===== src/rtl/cwt_mesh_pkg.sv =====
package cwt_mesh_pkg;

  typedef enum logic [1:0] {
    PH_H_EVEN = 2'd0,
    PH_V_EVEN = 2'd1,
    PH_H_ODD  = 2'd2,
    PH_V_ODD  = 2'd3
  } phase_e;

endpackage


===== src/rtl/cwt_phase_seq.sv =====
module cwt_phase_seq
  import cwt_mesh_pkg::*;
(
  input  logic   clk,
  input  logic   rst,
  input  logic   restart,
  output phase_e phase
);

  always_ff @(posedge clk) begin
    if (rst || restart) begin
      phase <= PH_H_EVEN;
    end else begin
      phase <= phase_e'(phase + 2'd1);
    end
  end

endmodule


===== src/rtl/cwt_cx_pair.sv =====
module cwt_cx_pair #(
  parameter int AW   = 2,
  parameter bit VERT = 1'b0,
  parameter int LO   = 0,
  localparam int PW  = 1 + 2 * AW
) (
  input  logic [PW-1:0] lo_pkt,
  input  logic [PW-1:0] hi_pkt,
  output logic [PW-1:0] lo_out,
  output logic [PW-1:0] hi_out
);

  localparam logic [AW:0] LO_P = (AW + 1)'(LO);
  localparam logic [AW:0] HI_P = (AW + 1)'(LO + 1);

  logic          v_lo, v_hi;
  logic [AW:0]   k_lo, k_hi;
  logic [AW:0]   d_lo, d_hi;
  logic          want_lo, want_hi;
  logic          cancel, swap;

  always_comb begin
    v_lo = lo_pkt[PW-1];
    v_hi = hi_pkt[PW-1];
    k_lo = VERT ? {1'b0, lo_pkt[2*AW-1:AW]} : {1'b0, lo_pkt[AW-1:0]};
    k_hi = VERT ? {1'b0, hi_pkt[2*AW-1:AW]} : {1'b0, hi_pkt[AW-1:0]};

    d_lo = (k_lo > LO_P) ? (k_lo - LO_P) : (LO_P - k_lo);
    d_hi = (k_hi > HI_P) ? (k_hi - HI_P) : (HI_P - k_hi);

    want_lo = v_lo && (k_lo > LO_P);
    want_hi = v_hi && (k_hi < HI_P);

    cancel = v_lo && v_hi && (lo_pkt[2*AW-1:0] == hi_pkt[2*AW-1:0]);

    if (v_lo && v_hi) begin
      swap = (d_lo >= d_hi) ? want_lo : want_hi;
    end else begin
      swap = want_lo || want_hi;
    end

    if (cancel) begin
      lo_out = '0;
      hi_out = '0;
    end else if (swap) begin
      lo_out = hi_pkt;
      hi_out = lo_pkt;
    end else begin
      lo_out = lo_pkt;
      hi_out = hi_pkt;
    end
  end

endmodule


===== src/rtl/cwt_absorb.sv =====
module cwt_absorb #(
  parameter int AW  = 2,
  parameter int ROW = 0,
  parameter int COL = 0,
  localparam int PW = 1 + 2 * AW
) (
  input  logic [PW-1:0] pkt_in,
  output logic [PW-1:0] pkt_out,
  output logic          hit
);

  always_comb begin
    hit = pkt_in[PW-1]
        && (pkt_in[2*AW-1:AW] == AW'(ROW))
        && (pkt_in[AW-1:0] == AW'(COL));
    pkt_out = hit ? '0 : pkt_in;
  end

endmodule


===== src/rtl/cwt_mesh_router.sv =====
module cwt_mesh_router
  import cwt_mesh_pkg::*;
#(
  parameter int M   = 4,
  localparam int AW = (M > 1) ? $clog2(M) : 1,
  localparam int PW = 1 + 2 * AW,
  localparam int N  = M * M
) (
  input  logic          clk,
  input  logic          rst,
  input  logic          load,
  input  logic [N*PW-1:0] load_pkts,
  output logic [N-1:0]  parity,
  output logic          done,
  output logic [1:0]    phase
);

  logic [PW-1:0] cell_q    [N];
  logic [PW-1:0] after_abs [N];
  logic [PW-1:0] res       [4][N];
  logic [PW-1:0] nxt       [N];
  logic [N-1:0]  hit;
  logic [N-1:0]  cell_valid;
  logic [N-1:0]  nxt_valid;
  phase_e        ph;

  cwt_phase_seq u_seq (
    .clk     (clk),
    .rst     (rst),
    .restart (load),
    .phase   (ph)
  );

  assign phase = ph;

  // Absorption of packets already at their destination cell
  for (genvar i = 0; i < N; i++) begin : g_abs
    cwt_absorb #(.AW(AW), .ROW(i / M), .COL(i % M)) u_abs (
      .pkt_in  (cell_q[i]),
      .pkt_out (after_abs[i]),
      .hit     (hit[i])
    );
    assign cell_valid[i] = cell_q[i][PW-1];
  end

  // One set of compare-exchange pairs per phase of the schedule
  for (genvar p = 0; p < 4; p++) begin : g_ph
    for (genvar i = 0; i < N; i++) begin : g_cell
      localparam int  R      = i / M;
      localparam int  C      = i % M;
      localparam bit  VRT    = (p % 2) == 1;
      localparam int  OFF    = p / 2;
      localparam int  POS    = VRT ? R : C;
      localparam int  STRIDE = VRT ? M : 1;
      localparam bit  IS_LO  = ((POS % 2) == OFF) && (POS + 1 < M);
      localparam bit  IS_HI  = (POS >= 1) && (((POS - 1) % 2) == OFF);
      if (IS_LO) begin : g_pair
        cwt_cx_pair #(.AW(AW), .VERT(VRT), .LO(POS)) u_cx (
          .lo_pkt (after_abs[i]),
          .hi_pkt (after_abs[i+STRIDE]),
          .lo_out (res[p][i]),
          .hi_out (res[p][i+STRIDE])
        );
      end else if (!IS_HI) begin : g_idle
        assign res[p][i] = after_abs[i];
      end
    end
  end

  always_comb begin
    for (int i = 0; i < N; i++) begin
      nxt[i]       = res[ph][i];
      nxt_valid[i] = nxt[i][PW-1];
    end
  end

  always_ff @(posedge clk) begin
    if (rst) begin
      for (int i = 0; i < N; i++) cell_q[i] <= '0;
      parity <= '0;
      done   <= 1'b1;
    end else if (load) begin
      for (int i = 0; i < N; i++) cell_q[i] <= load_pkts[i*PW +: PW];
      parity <= '0;
      done   <= 1'b0;
    end else begin
      for (int i = 0; i < N; i++) cell_q[i] <= nxt[i];
      parity <= parity ^ hit;
      done   <= ~|nxt_valid;
    end
  end

endmodule


===== config.mk =====
export PLATFORM = sky130hd
export DESIGN_NAME = cwt_mesh_router
export DESIGN_NICKNAME = d
export VERILOG_FILES = /design/src/rtl/cwt_mesh_pkg.sv /design/src/rtl/cwt_phase_seq.sv /design/src/rtl/cwt_cx_pair.sv /design/src/rtl/cwt_absorb.sv /design/src/rtl/cwt_mesh_router.sv
export SDC_FILE = /design/constraint.sdc
export NUM_CORES = 1
export LEC_CHECK = 0
export BUFFER_PORTS_ARGS = -buffer_cell sky130_fd_sc_hd__buf_2
export CAP_MARGIN = 40
export CORE_UTILIZATION = 35
export DETAILED_ROUTE_END_ITERATION = 7
export SKIP_CTS_REPAIR_TIMING = 1
export SYNTH_ARGS = -nofsm -noshare
export SYNTH_HDL_FRONTEND = slang
export SYNTH_SLANG_ARGS = --single-unit

===== constraint.sdc =====
create_clock -name clk -period 8.75 [get_ports clk]
set_clock_uncertainty 0.05 [all_clocks]
set_input_delay 1.3125 -clock clk [delete_from_list [all_inputs] [get_ports clk]]
set_output_delay 1.3125 -clock clk [all_outputs]
set_load 0.005 [all_outputs]

After elaboration in Yosys (flattened, before gate mapping)

Memories as Yosys holds them, arrays and structs flattened.
Index checks and enable logic that the tools add are counted.

Bits in registers: 19
RAM bits: 80
Output and inout bits: 19
Word-level logic and storage cells: 600
Memories: 1

Memories:

| memory | words | width | read ports | clocked after memory_dff | wr ports | line                  | RTL |
|---|---|---|---|---|---|---|---|
| cell_q | 16    | 5     | 16         | 0                        | 16       | cwt_mesh_router.sv:18 | `logic [PW-1:0] cell_q [N];` |

Add/subtract/negate cells: 49
$lt $le $gt $ge: 73
Equality and inequality tests: 48
Mux-type cells: 228
Bitwise gates (word level): 34
Reduce and logical (&&, ||, !) cells: 164

Operators by type and width:

| cell                                                                             | number |
|---|---|
| 5-bit 2-to-1 mux                                                                 | 144 |
| 80-bit binary-select mux with 2-bit select                                       | 1 |
| 80-bit 2-to-1 mux                                                                | 2 |
| 1-bit logical AND                                                                | 128 |
| 4-bit == test                                                                    | 24 |
| 3-bit >= comparator                                                              | 24 |
| 3-bit 2-to-1 mux                                                                 | 24 |
| 1-bit 2-to-1 mux                                                                 | 57 |
| 1-bit by 2-bit subtractor with 3-bit output (first input constant)               | 16 |
| 2-bit by 2-bit subtractor with 3-bit output (first input constant)               | 16 |
| 2-bit == test (second input constant)                                            | 16 |
| 2-bit by 1-bit greater-than comparator with 1-bit output (second input constant) | 16 |
| 2-bit less-than comparator (second input constant)                               | 16 |
| 1-bit bitwise OR                                                                 | 32 |
| 1-bit logical OR                                                                 | 25 |
| 2-bit by 1-bit subtractor with 3-bit output (second input constant)              | 8 |
| 2-bit by 2-bit subtractor with 3-bit output (second input constant)              | 8 |
| 2-bit by 1-bit == test with 1-bit output (second input constant)                 | 8 |
| 2-bit greater-than comparator (second input constant)                            | 8 |
| 2-bit zero test                                                                  | 8 |
| 2-bit by 1-bit less-than comparator with 1-bit output (second input constant)    | 8 |
| 16-bit OR reduction                                                              | 1 |
| 16-bit XOR                                                                       | 1 |
| 3-bit >= comparator (second input constant)                                      | 1 |
| other kinds (4)                                                                  | 4 |

Logic depth before layout (Yosys ltp)

An unclocked memory read counts as a cell.

Depth in word-level cells: 18
Gate-level depth with buffers: 15
Mapped depth without buffers: 13

Hierarchy

Synthesis repeated with hierarchy kept, for this count alone.

Cells, all modules: 1677
Area, all modules: 15135.8 µm²

Modules (own cells, without submodules):

| module                                            | instances | cells each | area each (µm²) | sequential area each (µm²) |
|---|---|---|---|---|
| cwt_mesh_router                                   | 1         | 460        | 6113.4          | 2742.6 |
| cwt_cx_pair at g_ph[0].g_cell[0].g_pair.u_cx ...  | 8         | 49         | 350.3           | 0.0 |
| cwt_cx_pair at g_ph[2].g_cell[13].g_pair.u_cx ... | 8         | 44         | 350.3           | 0.0 |
| cwt_cx_pair at g_ph[0].g_cell[10].g_pair.u_cx ... | 8         | 41         | 302.8           | 0.0 |
| cwt_absorb at g_abs[10].u_abs ...                 | 4         | 10         | 65.1            | 0.0 |
| cwt_absorb at g_abs[1].u_abs ...                  | 4         | 7          | 42.5            | 0.0 |
| cwt_absorb at g_abs[13].u_abs ...                 | 2         | 10         | 81.3            | 0.0 |
| cwt_absorb at g_abs[11].u_abs ...                 | 2         | 10         | 62.6            | 0.0 |
| cwt_absorb at g_abs[12].u_abs ...                 | 2         | 8          | 55.1            | 0.0 |
| cwt_phase_seq                                     | 1         | 5          | 63.8            | 40.0 |
| cwt_absorb at g_abs[15].u_abs                     | 1         | 9          | 62.6            | 0.0 |
| cwt_absorb at g_abs[0].u_abs                      | 1         | 7          | 40.0            | 0.0 |

Worst setup path after synthesis

No wires, ideal clock.

Kind: register -> register
From: mem cell_q[0][7] (netlist name)
To: mem cell_q[0][13] (netlist name) (data pin)
Data arrival time: 3.432 ns
Slack: 5.002 ns
Stages on the path, launching flop included: 14
Path buffers: 1
Cell sequence: edfxtp_1 > buf_2 > or4b_1 > nand2_1 > inv_2 > ha_1 > nand2b_1 > a2111oi_0 > nor2_1 > o2bb2ai_1 > mux2_2 > a221oi_1 > o31a_1 > nor2_1

RTL lines:

| item        | line |
|---|---|
| from (decl) | cwt_mesh_router.sv:18 |

==> flow_summary.toml <==
[sta]
hold_viol_final = 0
post-route-period-util_pct = 53.4
layout_min_cycle_time_ns = 4.67
maxSlewHeadroom_pct = 39.7
worst_pin_slew_ns = 0.897
rsz0062_at_grt = "false"
slew_violations = 0
setup_violations = 0
fmaxAchievable_mhz = 214
setup-tns-final_ns = 0

[run]
cap_viol_max_count = 0

[synth]
synthTopCellsByArea = "edfxtp_1, mux2i_1, a21oi_1"
ys_seq_area_share_pct = 21.8
synthArstFlopShare_pct = 0
synth_cell_type_count = 95
synth_area_leader_cell = "edfxtp_1"
synth_warnings = 0
ys_seq_elements = 99
synthCells = 1668
synth_edf_count = 80
ys.flop_type = "edfxtp_1"
synth_top_area_share_pct = 18.8
syn_area_mm2 = 0.0128
syn_area_per_cell_um2 = 7.65

[place]
place.gp.congestion = 0.933
port_buffers = 101
dp_hpwl_mm = 34.1
dp_cells = 2183

[cells_and_area]
instances_no_fill = 2199
nNetsFinal = 1866
utilization_pct = 39.4
drive_above_1_share_pct = 11.6
area_delta_synth_final_pct = 10.2
n_antenna_cell = 0

[floorplanning]
die_w_um = 193
die_height_um = 193
core_area_mm2 = 0.0357
initial_core_util_pct = 35.7
die_area_mm2 = 0.0372
rows = 69
pin_count = 102

[clocking]
root_buffer = "clkbuf_16"
cts_max_level = 3
clock_tree.buffer_depth = 2
cts_tree = "built"
clkSinkCount = 99
clk_pin_slew_ns = 0.08
cts_buffers = 9
clk_latency_ns = 0.39

[setup_path]
crit_type = "reg2reg"
worst_r2r_path_depth = 11
cp_max_fo = 21
cp.arrival_ns = 4.91
worstSetupEndpointType = "flip-flop"
timing.rr.start = "cell_q[0][33]"
cp-start-kind = "flip-flop"
required_ns = 9.00
r2r_setup_slack_ns = 4.08
reg2reg_to = "done"

[outcome]
outcome = "complete, but fails checks"
violations = "DRC"

[route]
dr.pass1.iters = 8
wl_per_cell_um = 21.7
wl_mm = 47.6
drc = 10
viasPerCell = 6.12
num_vias = 13500
drt_iter0_markers = 1514
ant_nets = 0

[pwr]
leakagePower_nw = 5.47
p_sw_mw = 0.759
pwr-share-clk_pct = 25.3
p_per_area_mw_per_mm2 = 132
switching_share_pct = 41.0
intPower_mw = 1.09
comb_power_share_pct = 39.9
irDropWorstVdd_mv = 0.111
sequentialPowerShare_pct = 34.8

[worst_hold_path]
hold_class = "reg2reg"
worstHoldStart = "parity[11]"
whs_endpoint = "parity[11]"
hold_path_depth = 2

[global_routing]
gr-total-overflow = 0
grt_max_degree = 52
grt_pass1_vias = 12800
grt_pass1_wl_mm = 72.7
track_usage_pct = 25.4
antenna_found_initial = 0
## cell families after synthesis
group                    count (synthesis)  synth area share (%)
other                                    2                0.0588
adder cells (fa/ha/maj)                 50                  4.90
flip-flops                              99                  21.8
AND/OR/NAND/NOR                        537                  21.4
multiplexers                           104                  8.29
AO/OA/AOI/OAI                          568                  31.2
XOR/XNOR                                79                  5.42
buffers and inverters                  229                  6.89
## sequential cells by signal, indices dropped and copies added, names as in the netlist
name,flops
cell_q,80
u_seq.phase,2
done,1
parity,16
## placed cells by master, fill, tap and decap left out, drive strengths merged, types with 19 or more instances in the layout
cell | synthesis | final
nand2b | 34 | 34
o221ai | 34 | 34
xnor2 | 45 | 45
o21ai | 132 | 132
and2 | 28 | 28
mux2i | 90 | 90
conb | 2 | 84
buf | 20 | 125
nand3 | 30 | 30
dfxtp | 19 | 19
a221oi | 26 | 26
nor2 | 149 | 149
nor3 | 37 | 37
inv | 75 | 75
xor2 | 34 | 34
edfxtp | 80 | 80
o31ai | 19 | 19
a211oi | 20 | 20
nand2 | 144 | 144
ha | 50 | 50
a21oi | 139 | 139
## metrics by stage
stage	power, mW	hold WS (ns)	area [um^2]	worst slack [ns]
finish	1.85	0.433	14100	4.08
global route	1.95	0.470	14100	3.84
CTS	1.84	0.439	14100	4.12
detailed placement	1.37	0.428	13800	4.13
global placement	1.36	0.420	13700	4.22
floorplan	1.17	0.424	13100	5.00
## layout make-up
type | count | area (um^2)
multi-input combinational | 1422 | 9430
clock buffer | 9 | 225
inverter | 76 | 285
timing repair buffer | 125 | 683
sequential | 99 | 2790
clock inverter | 7 | 92.6
tap | 461 | 577
fill | 3808 | 21700
## Yosys cell counts, drive strengths merged, types with 14 or more instances
| cell | number |
|---|---|
| a211oi | 20 |
| a21o | 16 |
| a21oi | 139 |
| a221oi | 26 |
| a32o | 16 |
| and2 | 28 |
| buf | 20 |
| clkbuf | 133 |
| dfxtp | 19 |
| edfxtp | 80 |
| ha | 50 |
| inv | 75 |
| mux2 | 14 |
| mux2i | 90 |
| nand2 | 144 |
| nand2b | 34 |
| nand3 | 30 |
| nand4 | 14 |
| nor2 | 149 |
| nor3 | 37 |
| o21a | 14 |
| o21ai | 132 |
| o221ai | 34 |
| o31ai | 19 |
| xnor2 | 45 |
| xor2 | 34 |
## worst max-delay path, cell delays in order, from the launching register on
cell	delay, ns
edfxtp_1	0.89
nand2b_1	0.28
o31a_1	0.52
inv_1	0.09
ha_1	0.30
or3_1	0.41
o41ai_2	0.71
nor2_1	0.14
a211oi_1	0.44
and4_1	0.33
nand4_1	0.13
o41ai_2	0.28
## how the worst max path moves through the flow
stage | start | end | slack, ns | cells after the start
6_report | cell_q[0][33] | done | 4.08 | 11
5_1_grt | cell_q[0][33] | done | 3.84 | 11
4_1_cts | cell_q[0][33] | done | 4.12 | 11
3_5_place_dp | cell_q[0][33] | done | 4.13 | 11
3_3_place_gp | cell_q[0][33] | done | 4.22 | 11
2_1_floorplan | cell_q[0][7] | cell_q[0][13] | 5.00 | 13
## metal layers
layer  wire [um]  up-vias  share of wire [%]  GRT usage, %
met5           0        -                  0             0
li1            -     6316                  -             -
met3        3970       87                8.3          3.82
met4        1240        0                2.6          8.14
met2       21500      624                 45          40.4
met1       20900     6425                 44          35.1
## power by group through the flow
stage | combinational (mW) | clock (mW) | sequential [mW]
4_1_cts | 0.727 | 0.476 | 0.640
6_report | 0.739 | 0.469 | 0.644
5_1_grt | 0.811 | 0.489 | 0.650
3_3_place_gp | 0.714 | 0 | 0.649
2_1_floorplan | 0.588 | 0 | 0.580
3_5_place_dp | 0.723 | 0 | 0.651
(Power assumes the default switching activity.)
